File: config.mk
export PLATFORM = sky130hd
export DESIGN_NAME = cbc_centroid
export DESIGN_NICKNAME = d
export VERILOG_FILES = /design/src/rtl/cbc_pkg.sv /design/src/rtl/cbc_ctrl.sv /design/src/rtl/cbc_extent.sv /design/src/rtl/cbc_midpoint.sv /design/src/rtl/cbc_centroid.sv
export SDC_FILE = /design/constraint.sdc
export NUM_CORES = 1
export LEC_CHECK = 0
export ABC_AREA = 1
export BUFFER_PORTS_ARGS = -buffer_cell sky130_fd_sc_hd__buf_2
export CORE_UTILIZATION = 50
export CTS_CLUSTER_SIZE = 40
export DETAILED_ROUTE_END_ITERATION = 10
export PLACE_DENSITY = 0.75
export SKIP_CTS_REPAIR_TIMING = 1
export SYNTH_ARGS = -nofsm -noshare
export SYNTH_HDL_FRONTEND = slang
export SYNTH_SLANG_ARGS = --single-unit
File: constraint.sdc
create_clock -name clk -period 3.3 [get_ports clk]
set_input_delay 0.495 -clock clk [delete_from_list [all_inputs] [get_ports clk]]
set_output_delay 0.495 -clock clk [all_outputs]
set_load 0.1 [all_outputs]
File: src/rtl/cbc_pkg.sv
package cbc_pkg;
    typedef enum logic {
        ST_IDLE = 1'b0,
        ST_OPEN = 1'b1
    } cbc_state_e;
endpackage

File: src/rtl/cbc_ctrl.sv
module cbc_ctrl
    import cbc_pkg::*;
(
    input  logic clk,
    input  logic rst_n,
    input  logic hit_valid,
    input  logic hit_last,
    output logic upd,
    output logic first,
    output logic fire,
    output logic is_open
);
    cbc_state_e state_q, state_d;

    always_ff @(posedge clk) begin
        if (!rst_n) state_q <= ST_IDLE;
        else        state_q <= state_d;
    end

    always_comb begin
        state_d = state_q;
        upd     = hit_valid;
        first   = 1'b0;
        fire    = 1'b0;
        unique case (state_q)
            ST_IDLE: begin
                first = 1'b1;
                if (hit_valid && hit_last) begin
                    fire    = 1'b1;          // single
                    state_d = ST_IDLE;
                end else if (hit_valid) begin
                    state_d = ST_OPEN;       // open
                end
            end
            ST_OPEN: begin
                if (hit_valid && hit_last) begin
                    fire    = 1'b1;          // close
                    state_d = ST_IDLE;
                end else begin
                    state_d = ST_OPEN;       // grow
                end
            end
            default: state_d = ST_IDLE;
        endcase
    end

    assign is_open = (state_q == ST_OPEN);

    // nothing is open right after reset
    p_idle_after_reset_r1: assert property (@(posedge clk)
        !rst_n |=> state_q == ST_IDLE);
    // a closing hit always returns the controller to idle
    p_close_to_idle_r7: assert property (@(posedge clk) disable iff (!rst_n)
        (hit_valid && hit_last) |=> state_q == ST_IDLE);
endmodule

File: src/rtl/cbc_extent.sv
module cbc_extent #(
    parameter int W = 8
) (
    input  logic         clk,
    input  logic         rst_n,
    input  logic         upd,
    input  logic         first,
    input  logic         is_open,
    input  logic [W-1:0] coord,
    output logic [W-1:0] lo_next,
    output logic [W-1:0] hi_next
);
    logic [W-1:0] lo_q, hi_q;

    always_comb begin
        if (first) begin
            lo_next = coord;
            hi_next = coord;
        end else begin
            lo_next = (coord < lo_q) ? coord : lo_q;
            hi_next = (coord > hi_q) ? coord : hi_q;
        end
    end

    always_ff @(posedge clk) begin
        if (!rst_n) begin
            lo_q <= '0;
            hi_q <= '0;
        end else if (upd) begin
            lo_q <= lo_next;
            hi_q <= hi_next;
        end
    end

    // the stored extremes stay ordered while a cluster is open
    p_order_r3: assert property (@(posedge clk) disable iff (!rst_n)
        is_open |-> lo_q <= hi_q);
    // an idle cycle leaves the extremes untouched
    p_hold_idle_r8: assert property (@(posedge clk) disable iff (!rst_n)
        !upd |=> ($stable(lo_q) && $stable(hi_q)));
endmodule

File: src/rtl/cbc_midpoint.sv
module cbc_midpoint #(
    parameter int ROW_W = 8,
    parameter int COL_W = 8
) (
    input  logic           clk,
    input  logic           rst_n,
    input  logic           fire,
    input  logic [ROW_W-1:0] row_lo,
    input  logic [ROW_W-1:0] row_hi,
    input  logic [COL_W-1:0] col_lo,
    input  logic [COL_W-1:0] col_hi,
    output logic           out_valid,
    output logic [ROW_W:0] ctr_row,
    output logic [COL_W:0] ctr_col
);
    localparam int RO = ROW_W + 1;
    localparam int CO = COL_W + 1;

    logic [RO-1:0] row_sum;
    logic [CO-1:0] col_sum;

    // half-pixel units: (lo+0.5 + hi+0.5)/2 * 2 = lo + hi + 1
    assign row_sum = {1'b0, row_lo} + {1'b0, row_hi} + RO'(1);
    assign col_sum = {1'b0, col_lo} + {1'b0, col_hi} + CO'(1);

    always_ff @(posedge clk) begin
        if (!rst_n) begin
            out_valid <= 1'b0;
            ctr_row   <= '0;
            ctr_col   <= '0;
        end else begin
            out_valid <= fire;
            if (fire) begin
                ctr_row <= row_sum;
                ctr_col <= col_sum;
            end
        end
    end

    // a centre is never below the first half pixel
    p_lower_bound_r4: assert property (@(posedge clk) disable iff (!rst_n)
        out_valid |-> (ctr_row != '0 && ctr_col != '0));
endmodule

File: src/rtl/cbc_centroid.sv
module cbc_centroid #(
    parameter int ROW_W = 8,
    parameter int COL_W = 8
) (
    input  logic             clk,
    input  logic             rst_n,
    input  logic             hit_valid,
    input  logic [ROW_W-1:0] hit_row,
    input  logic [COL_W-1:0] hit_col,
    input  logic             hit_last,
    output logic             out_valid,
    output logic [ROW_W:0]   ctr_row,
    output logic [COL_W:0]   ctr_col
);
    logic upd, first, fire, is_open;
    logic [ROW_W-1:0] row_lo, row_hi;
    logic [COL_W-1:0] col_lo, col_hi;

    cbc_ctrl u_ctrl (
        .clk(clk), .rst_n(rst_n), .hit_valid(hit_valid), .hit_last(hit_last),
        .upd(upd), .first(first), .fire(fire), .is_open(is_open)
    );

    cbc_extent #(.W(ROW_W)) u_row (
        .clk(clk), .rst_n(rst_n), .upd(upd), .first(first), .is_open(is_open),
        .coord(hit_row), .lo_next(row_lo), .hi_next(row_hi)
    );

    cbc_extent #(.W(COL_W)) u_col (
        .clk(clk), .rst_n(rst_n), .upd(upd), .first(first), .is_open(is_open),
        .coord(hit_col), .lo_next(col_lo), .hi_next(col_hi)
    );

    cbc_midpoint #(.ROW_W(ROW_W), .COL_W(COL_W)) u_mid (
        .clk(clk), .rst_n(rst_n), .fire(fire),
        .row_lo(row_lo), .row_hi(row_hi), .col_lo(col_lo), .col_hi(col_hi),
        .out_valid(out_valid), .ctr_row(ctr_row), .ctr_col(ctr_col)
    );

    // a valid pulse follows only an accepted closing hit
    p_pulse_cause_r5: assert property (@(posedge clk) disable iff (!rst_n)
        out_valid |-> $past(hit_valid && hit_last));
    // a lone pixel opened from idle yields its own centre
    p_single_pixel_r6: assert property (@(posedge clk) disable iff (!rst_n)
        (hit_valid && hit_last && !is_open) |=>
        (ctr_row == {$past(hit_row), 1'b1} && ctr_col == {$past(hit_col), 1'b1}));
endmodule

== After elaboration in Yosys (flattened, before gate mapping) ==
Index checks and enable logic that the tools add are counted.

* Register bits after elaboration: 52
* Latch bits: 0
* Memory bits (writable): 0
* Bits in read-only memories: 0
* Output and inout port bits: 19
* Logic and storage cells: 31
* Memories: 0

* Add/sub/neg operators: 4
* Multipliers: 0
* Div/mod/pow operators: 0
* Magnitude comparators: 4
* Equal/unequal tests: 0
* Shift operators: 0
* Mux-type cells: 13
* Bitwise gates (word level): 1
* Reduce and logical (&&, ||, !) cells: 1

{| class="wikitable"
|+ Operator list
! kind !! count
|-
| 2-to-1 mux 8 bit || 8
|-
| adder 8 x 8 -> 9 bit || 2
|-
| adder 9 x 1 -> 9 bit (second input constant) || 2
|-
| > comparator 8 bit || 2
|-
| < comparator 8 bit || 2
|-
| 2-to-1 mux 1 bit || 4
|-
| case mux 1 bit (2 select lines) || 1
|-
| logical AND 1 bit || 1
|-
| NOT 1 bit || 1
|}

== Depth between registers and ports, before layout ==
Gate-level depths: netlist of the first run.

* Depth after elaboration: 5
* Mapped depth: 27
* Depth with buffers taken out: 27

== By module ==
A second synthesis of the first run with hierarchy kept.

* Cells, all modules: 627
* Area total of the unflattened synthesis: 4152.7 µm²

{| class="wikitable"
|+ By module, submodules not included
! module !! times used !! cells an instance !! area an instance (µm²) !! seq. area each (µm²)
|-
| cbc_midpoint || 1 || 203 || 1377.6 || 380.4
|-
| cbc_extent (u_row) || 1 || 209 || 1367.6 || 320.3
|-
| cbc_extent (u_col) || 1 || 207 || 1355.0 || 320.3
|-
| cbc_ctrl || 1 || 8 || 52.6 || 20.0
|}

== Worst setup path before layout of the first run ==
No wires, ideal clock.

* Path type: input -> register
* From: in hit_col[1]
* To: reg u_mid.ctr_col[7]
* Setup time: 0.115 ns
* Arrival: 2.882 ns
* Required time: 3.185 ns
* Setup slack: 0.302 ns
* Cell stages on the path: 26
* Cell sequence: ha_1 inv_1 nor2_1 o21ai_0 nand2_1 nand2_1 nand2_1 nand2_1 nand2_1 buf_2 nand2_1 o21ai_0 ha_1 nand2_1 nor2_1 a211oi_1 nor2_1 nor2_1 o21ai_1 inv_1 o21ai_1 nand2_1 nand2_1 nand2_1 nand3_1 nand2_1

* Longest elaborated chain between the ends: 5
* Elaborated cells on any way between the ends: 8
* Classes of those cells: 2 x add/sub; 2 x order compare; 4 x mux

{| class="wikitable"
|+ RTL lines
! element !! RTL line !! text
|-
| start, declared || cbc_centroid.sv:9 || <nowiki>input logic [COL_W-1:0] hit_col,</nowiki>
|-
| > comparator 8 bit || cbc_extent.sv:21 || <nowiki>hi_next = (coord > hi_q) ? coord : hi_q;</nowiki>
|-
| 2-to-1 mux 8 bit || cbc_extent.sv:21 ||
|-
| 2-to-1 mux 8 bit || cbc_extent.sv:16 || <nowiki>if (first) begin</nowiki>
|-
| net col_hi[2] || cbc_centroid.sv:17 || <nowiki>logic [COL_W-1:0] col_lo, col_hi;</nowiki>
|-
| adder 8 x 8 -> 9 bit || cbc_midpoint.sv:24 || <nowiki>assign col_sum = {1'b0, col_lo} + {1'b0, col_hi} + CO'(1);</nowiki>
|-
| adder 9 x 1 -> 9 bit || cbc_midpoint.sv:24 ||
|-
| end signal, assigned || cbc_midpoint.sv:35 || <nowiki>ctr_col <= col_sum;</nowiki>
|-
| end, declared || cbc_midpoint.sv:14 || <nowiki>output logic [COL_W:0] ctr_col</nowiki>
|}

The timed path passes the listed nets, and every way through them passes these cells.
A chain may end at the register's enable or synchronous reset.

== Worst setup path after layout of the first run ==
* From: reg u_col.lo_q[1]
* To: reg u_mid.ctr_col[6]

* Longest elaborated chain between the ends: 5

{| class="wikitable"
|+ RTL lines
! element !! RTL line !! text
|-
| start, declared || cbc_extent.sv:13 || <nowiki>logic [W-1:0] lo_q, hi_q;</nowiki>
|-
| start signal, assigned || cbc_extent.sv:30 || <nowiki>lo_q <= lo_next;</nowiki>
|-
| < comparator 8 bit || cbc_extent.sv:20 || <nowiki>lo_next = (coord < lo_q) ? coord : lo_q;</nowiki>
|-
| 2-to-1 mux 8 bit || cbc_extent.sv:20 ||
|-
| 2-to-1 mux 8 bit || cbc_extent.sv:16 ||
|-
| net col_lo[3] || cbc_centroid.sv:17 ||
|-
| adder 8 x 8 -> 9 bit || cbc_midpoint.sv:24 ||
|-
| adder 9 x 1 -> 9 bit || cbc_midpoint.sv:24 ||
|}

The timed path passes the listed nets, and every way through them passes these cells.

==> metrics list, run 1 <==
* Result of the run: completed
* Setup repair after global routing missed its margin: false
- Number of antenna repair diodes: 0
- The finished layout holds a little under 700 standard cells, fillers aside.
* Number of sinks handled by clock tree synthesis: 52
* Worst vdd ir: about 0.00018 V
* Vertical die dimension: a little under 90 um
- Library cells used by synthesis: 33
- Placer Congestion: about 0.90
* Synthesis-to-finish area growth: 12.7%
- TritonCTS created 5 clock buffers.
- Top-count cell post-synth: sky130_fd_sc_hd__nand2_1
- CTS placed an instance of sky130_fd_sc_hd__clkbuf_8 at the clock tree root.
- Sorting the synthesized cells by how often they occur yields sky130_fd_sc_hd__nand2_1 (138), sky130_fd_sc_hd__inv_1 (94), sky130_fd_sc_hd__o21ai_0 (59).
- Core Region: slightly below 7000 um2
* PnR worst setup slack: around 280 ps
- Site Rows: 30
- The count of nets left with antenna violations once routing finished came out at 0.
- Effective utilization at floorplan: 0.527
- Total via count in the routed design: around 3400
* Reported leakage power: 2.31 nW
* Worst EP arrival: ~3200 ps
- The layout has ~700 filler cells.
- With fillers left out, the area of the finished cells amounts to around 4100 um2.
* Number of antenna violations at the first check in global routing: 0
- Top-level I/O count: 39
* DR iter-0 viols: about 180
* Detailed-routing iteration count for the pre-antenna-repair pass: 4
- Yosys mapped a number of flops with a built-in enable equal to 0.
- Dividing total power by cell area gives a power density of roughly 460 nW/um2.
* Full die area: ~7600 um2
- The number of pins exceeding their max-slew limit in the final report is 0.
- CP required: 3520 ps
- In the final routed layout, each cell accounts on average for approximately 12 um.
- Dividing the detail-routed via count by the number of cells gives 5.03.
- Category of the worst setup path launch point: flop
- Based on the critical path, the design can be clocked at up to between 300 and 400 MHz.
- Overall power consumption: 1.87 mW
- Clk_skew: around 14 ps
- The synthesized design spends more area on one cell type than any other, namely sky130_fd_sc_hd__dfxtp_1.
* Slew margin rel.: 0.533
- Clock input transition at the sequential cells of the worst setup and hold paths: 100 ps
* CTS H-tree lvls: 2
- Clock tree from TritonCTS: yes
- By area the synthesized netlist is led by sky130_fd_sc_hd__dfxtp_1 (29%), sky130_fd_sc_hd__ha_1 (14%), sky130_fd_sc_hd__nand2_1 (14%).
- Entering global routing, the biggest net connects 32 pins.
* Vias in the first global route: between 3000 and 4000
- Measured along the x axis, the die boundary spans 87.3 um.
* Placed standard-cell area: roughly 4000 um2
- Of all nets on the critical path, the largest fanout is 9.
- Share of the yosys chip area belonging to registers: 0.286
* Number of standard cells after synthesis: roughly 550
- For this run, the share of the core covered by cells in the final layout is 0.594.
- Setup violations remaining at the end of the flow were counted as 0.
- Insertion delay to the later sink of the worst-skew pair: a little over 300 ps
- Synthesis produced a netlist with a net count of slightly above 600.
- The final hold violation count was 0.
- Cell area after synthesis: 3640 um2
- Max-cap violations in this run came to 0.
* Final critical-path share of the clock period: 0.916
- Register-to-Register Setup Slack: between 200 and 300 ps
- Overflow after GRT: 0
* Number of warnings reported in the yosys synthesis log: 0
- Crit path capture type: flop
- Global-route usage over all layers: 0.230
- For this run, the leading register cell type out of synthesis is sky130_fd_sc_hd__dfxtp_1.
* Total negative setup slack: 0 ps
* Fraction of synthesized cell area taken by the top area cell type: 0.286
- Path type of the worst min-delay path: reg -> reg
- After synthesis, the mean cell area works out to 6.67 um2.
- CTS Buffer Depth: 2
- Fraction of final layout cells sized beyond drive strength 1: 0.141
* Post-route worst hold slack: approximately 460 ps
- Final Critical Period: 3020 ps
- Worst Max-Slew Pin Slew: around 700 ps
- After legalization and detailed placement, the total HPWL measured roughly 6400 um.
- OpenSTA, run right after detailed placement, puts the worst setup slack at -161 ps.
* Startpoint-to-endpoint class of the critical path: reg -> reg
- After detailed placement, the design holds a cell count of ~680.
- Sum of routed wire length over all layers: 8230 um
* Synthesis-stage register bit count: 52
* DRC violations left: 0
- At the end of the flow, the number of nets in the layout was 650.
- Buffers on Ports: 38
- Share of synthesized flip-flops with an asynchronous set or reset: 0
* Global-route wire length before repair: roughly 14000 um
## layout make-up
| cell class | instances | area, um2 | share of cell area |
|---|---|---|---|
| flip-flops and latches | 52 | 1040 | 0.254 |
| clock buffers | 5 | 68.8 | 0.0168 |
| clock inverters | 3 | 46.3 | 0.0113 |
| inverters | 97 | 364 | 0.0888 |
| well taps | 96 | 120 | 0.0293 |
| repair buffers | 51 | 288 | 0.0702 |
| multi-input cells | 379 | 2170 | 0.530 |
## flip-flops by register name, summed over array words and instances (netlist names), named ones only
name	count
u_col.hi_q	8
u_col.lo_q	8
u_mid.ctr_col	9
u_mid.ctr_row	9
u_mid.out_valid	1
u_row.hi_q	8
u_row.lo_q	8
## report_power, final
part	total, mW	switching [mW]	internal, mW
sequential	0.705	0.0250	0.680
combinational	0.708	0.492	0.216
clock	0.459	0.230	0.229
total	1.87	0.747	1.12
## kinds of logic (layout without fill, tap and decap cells)
| kind of cell | Yosys count | in the layout | synth area share |
|---|---|---|---|
| DFF | 52 | 52 | 0.286 |
| buffers and inverters | 115 | 156 | 0.122 |
| AOI/OAI and AO/OA | 131 | 131 | 0.195 |
| adders and majority gates | 44 | 44 | 0.155 |
| xor gates and xnor gates | 3 | 3 | 0.00722 |
| and+or+nand+nor | 201 | 201 | 0.235 |
## critical path, stage by stage, from the launching register on
cell and delay (ps):
sky130_fd_sc_hd__dfxtp_1 350, sky130_fd_sc_hd__inv_1 60, sky130_fd_sc_hd__ha_1 270, sky130_fd_sc_hd__a21boi_1 150, sky130_fd_sc_hd__o21bai_1 70, sky130_fd_sc_hd__nand2_1 60
sky130_fd_sc_hd__nand2_1 50, sky130_fd_sc_hd__nand2_1 90, sky130_fd_sc_hd__nand2_2 110, sky130_fd_sc_hd__buf_4 190, sky130_fd_sc_hd__o21ai_1 260, sky130_fd_sc_hd__ha_1 320
sky130_fd_sc_hd__nand2_1 80, sky130_fd_sc_hd__nor2_1 40, sky130_fd_sc_hd__a211oi_1 250, sky130_fd_sc_hd__nor2_1 90, sky130_fd_sc_hd__nor2_1 100, sky130_fd_sc_hd__nand2_1 70
sky130_fd_sc_hd__a21oi_1 130, sky130_fd_sc_hd__nor2_1 50, sky130_fd_sc_hd__nand2_1 70, sky130_fd_sc_hd__nand2_1 50
## layer usage
metal  part of all wire  wire, um  vias up  GRT usage
li1                   -         -     1833          -
met1               0.52      4270     1526      0.325
met2               0.43      3530       71      0.370
met3              0.043       353        7     0.0322
met4             0.0084        69        0     0.0507
met5                  0         0        -          0
## worst paths after layout
check | endpoint | from | depth (start not counted)
max | u_mid.ctr_col[6] | u_col.lo_q[1] | 21
min reg2reg | u_mid.ctr_col[6] | u_mid.ctr_col[6] | 2
max reg2reg | u_mid.ctr_col[6] | u_col.lo_q[1] | 21
min | u_mid.ctr_col[6] | u_mid.ctr_col[6] | 2
## cell usage in the layout, fill, tap and decap left out, types with 2 or more instances in the layout
| master | Yosys | layout |
|---|---|---|
| sky130_fd_sc_hd__a21oi_1 | 45 | 45 |
| sky130_fd_sc_hd__o21a_1 | 4 | 4 |
| sky130_fd_sc_hd__ha_1 | 42 | 42 |
| sky130_fd_sc_hd__o21ai_2 | 1 | 2 |
| sky130_fd_sc_hd__nand3_1 | 22 | 22 |
| sky130_fd_sc_hd__fa_1 | 2 | 2 |
| sky130_fd_sc_hd__nor2_1 | 23 | 20 |
| sky130_fd_sc_hd__nand2_4 | 4 | 4 |
| sky130_fd_sc_hd__nor2_2 | 1 | 4 |
| sky130_fd_sc_hd__a22o_1 | 2 | 2 |
| sky130_fd_sc_hd__nand2_1 | 138 | 137 |
| sky130_fd_sc_hd__o21ai_0 | 59 | 54 |
| sky130_fd_sc_hd__o21ai_1 | 7 | 11 |
| sky130_fd_sc_hd__o21bai_1 | 3 | 3 |
| sky130_fd_sc_hd__nand2_2 | 9 | 10 |
| sky130_fd_sc_hd__inv_1 | 94 | 94 |
| sky130_fd_sc_hd__dfxtp_1 | 52 | 52 |
| sky130_fd_sc_hd__o211ai_1 | 5 | 5 |
| sky130_fd_sc_hd__clkbuf_8 | 0 | 5 |
| sky130_fd_sc_hd__xor2_1 | 3 | 3 |
| sky130_fd_sc_hd__buf_4 | 1 | 13 |
| sky130_fd_sc_hd__buf_2 | 7 | 38 |
| sky130_fd_sc_hd__inv_2 | 2 | 2 |
No activity file was read; power rests on OpenSTA's default activity.
==> inputs of run 2 (changes only) <==
- CELL_PAD_IN_SITES_DETAIL_PLACEMENT: default -> 1
- CELL_PAD_IN_SITES_GLOBAL_PLACEMENT: default -> 1
- CORE_UTILIZATION: 50 -> 42
- PLACE_DENSITY: 0.75 -> 0.85
==> metrics list, run 2 (same netlist as run 1, synthesis figures left out) <==
* CP required: 3510 ps
- CTS Buffer Depth: 2
- In the final routed layout, each cell accounts on average for between 10 and 15 um.
- For the pin with the worst max-slew slack, the measured transition is roughly 500 ps.
- In the final layout, the share of cells above drive strength 1 is 0.149.
* Routed via count divided by cell count: 5.25
- The via count of the first global-routing pass came to around 3700.
* Core Region: between 8000 and 9000 um2
- Footprint of the multi-input gates: around 2200 um2
- The min-delay analysis places its worst path in the category reg -> reg.
- Top-level I/O count: 39
- The die covers between 9000 and 10000 um2.
- Once detail routing completed, the nets flagged for antenna violations numbered 0.
- The flow ran to the end, and the final reports show no timing, DRC or antenna violations.
- Startpoint-to-endpoint class of the critical path: reg -> reg
- After the first detailed-routing iteration, the DRC count stood at 97.
* Power density over the cells: roughly 450 nW/um2
* Commonest non-fill, non-tap cell in the layout: sky130_fd_sc_hd__nand2_1
- The initial utilization of the core area, before any placement, comes to 0.439.
- The floorplan has 33 rows.
* Clock tree from TritonCTS: yes
* Global-route usage over all layers: 0.241
- Category of the worst setup path launch point: flop
- Of all nets on the critical path, the largest fanout is 9.
- The clock drives 52 sinks.
* Fin. max-slew vios: 0
* Clock input transition at the sequential cells of the worst setup and hold paths: approximately 110 ps
- In the layout the commonest cells are sky130_fd_sc_hd__nand2_1 (136), sky130_fd_sc_hd__inv_1 (94), sky130_fd_sc_hd__o21ai_0 (51).
- Vertical die dimension: 95.1 um
- Number of buffers inserted during clock tree synthesis: 5
- Crit path capture type: flop
- CTS placed an instance of sky130_fd_sc_hd__clkbuf_8 at the clock tree root.
- Final Critical Period: roughly 3000 ps
* Sequential Area: between 1000 and 1500 um2
- Achievable clock frequency: 333 MHz
- CTS H-tree lvls: 2
* Largest registers in the final layout: u_mid.ctr_col (9), u_mid.ctr_row (9)
- The worst-case IR drop observed on VDD is 0.000248 V.
- The final hold violation count is 0.
* Worst EP arrival: ~3200 ps
- PnR worst setup slack: about 290 ps
* Final net count: ~650
* Final setup fails: 0
* Pin count of the biggest net entering global routing: 41
- Slew margin rel.: 0.675
- Placer Congestion: approximately 0.9
- Total negative setup slack: 0 ps
- The analysis attributes to cell leakage a power of 2.31 nW.
- In the finished design, the share of the clock period the worst path needs comes to 0.911.
- The initial antenna violation count is 0.
- Input and output buffers added on the ports amount to 38.
- For this run, the detailed router's first-pass iteration total came to 4.
* Number of fillers in the final layout: about 1100
* Overflow after GRT: 0
- Total via count in the routed design: roughly 3600
* DRC violations left: 0
- Timing analysis after detailed placement gives a worst setup slack of -178 ps.
* Insertion delay to the later sink of the worst-skew pair: between 300 and 400 ps
- Max capacitance violation total: 0
- The first global-routing pass estimated 17000 um of wire.
* Synthesis-to-finish area growth: 13.5%
- Sum of routed wire length over all layers: 10300 um
- Across the routed clock network, the largest skew measured is 6.98 ps.
- The die is ~95 um wide.
* Half-perimeter wire length of the detailed placement result: 7950 um
- The number of antenna diodes in the final layout is 0.
==> run 2: per-stage QoR <==
| stage | std cells | utilization | power (mW) | area [um2] | hold slack [ps] |
|---|---|---|---|---|---|
| global route | 694 | 0.498 | 1.96 | 4130 | 493 |
| floorplan | 546 | - | 1.25 | 3640 | 466 |
| detailed placement | 683 | 0.479 | 1.44 | 3970 | 442 |
| global placement | 683 | 0.479 | 1.40 | 3970 | 434 |
| finish | 694 | 0.498 | 1.84 | 4130 | 462 |
| CTS | 691 | 0.489 | 1.83 | 4060 | 463 |
==> run 2: report_power, final <==
group | switching [mW] | internal [mW] | total (mW)
logic | 0.521 | 0.225 | 0.747
registers | 0.0258 | 0.680 | 0.706
clock network | 0.234 | 0.152 | 0.386
total | 0.781 | 1.06 | 1.84
==> run 2: final cells by class <==
type                            instances  area share
Sequential cell                        52       0.253
Inverter                               97      0.0882
Tap cell                              105      0.0318
Multi-Input combinational cell        379       0.533
Clock inverter                          2     0.00394
Clock buffer                            6      0.0176
Timing Repair Buffer                   53      0.0733
==> run 2: worst paths after layout <==
| check | start | end | slack, ps | depth (start not counted) |
|---|---|---|---|---|
| min reg2reg | u_mid.ctr_row[5] | u_mid.ctr_row[5] | 460 | 2 |
| max reg2reg | u_col.hi_q[1] | u_mid.ctr_col[7] | 290 | 24 |
| min | u_mid.ctr_row[5] | u_mid.ctr_row[5] | 460 | 2 |
| max | u_col.hi_q[1] | u_mid.ctr_col[7] | 290 | 24 |
==> run 2: critical path, stage by stage, from the launching register on <==
cell and delay (ps):
sky130_fd_sc_hd__dfxtp_2 350, sky130_fd_sc_hd__inv_1 60, sky130_fd_sc_hd__ha_1 290, sky130_fd_sc_hd__inv_1 70, sky130_fd_sc_hd__nor2_1 40, sky130_fd_sc_hd__o21ai_1 100, sky130_fd_sc_hd__nand2_1 80, sky130_fd_sc_hd__nand2_1 70
sky130_fd_sc_hd__nand2_1 60, sky130_fd_sc_hd__nand2_2 80, sky130_fd_sc_hd__nand2_4 90, sky130_fd_sc_hd__nand2_1 80, sky130_fd_sc_hd__o21ai_1 80, sky130_fd_sc_hd__ha_1 340, sky130_fd_sc_hd__buf_4 160, sky130_fd_sc_hd__a211oi_2 250
sky130_fd_sc_hd__nor2_1 90, sky130_fd_sc_hd__nor2_1 130, sky130_fd_sc_hd__o21ai_2 80, sky130_fd_sc_hd__inv_1 50, sky130_fd_sc_hd__o21ai_1 60, sky130_fd_sc_hd__nand2_1 90, sky130_fd_sc_hd__nand3_1 80, sky130_fd_sc_hd__nand3_1 90
sky130_fd_sc_hd__nand2_1 50
==> run 2: routing by layer <==
metal	vias to the layer above	track usage	routed length, um
li1	1832	-	-
met4	0	0.0707	226
met3	14	0.0287	212
met5	-	0	0
met1	1756	0.265	4490
met2	44	0.473	5400
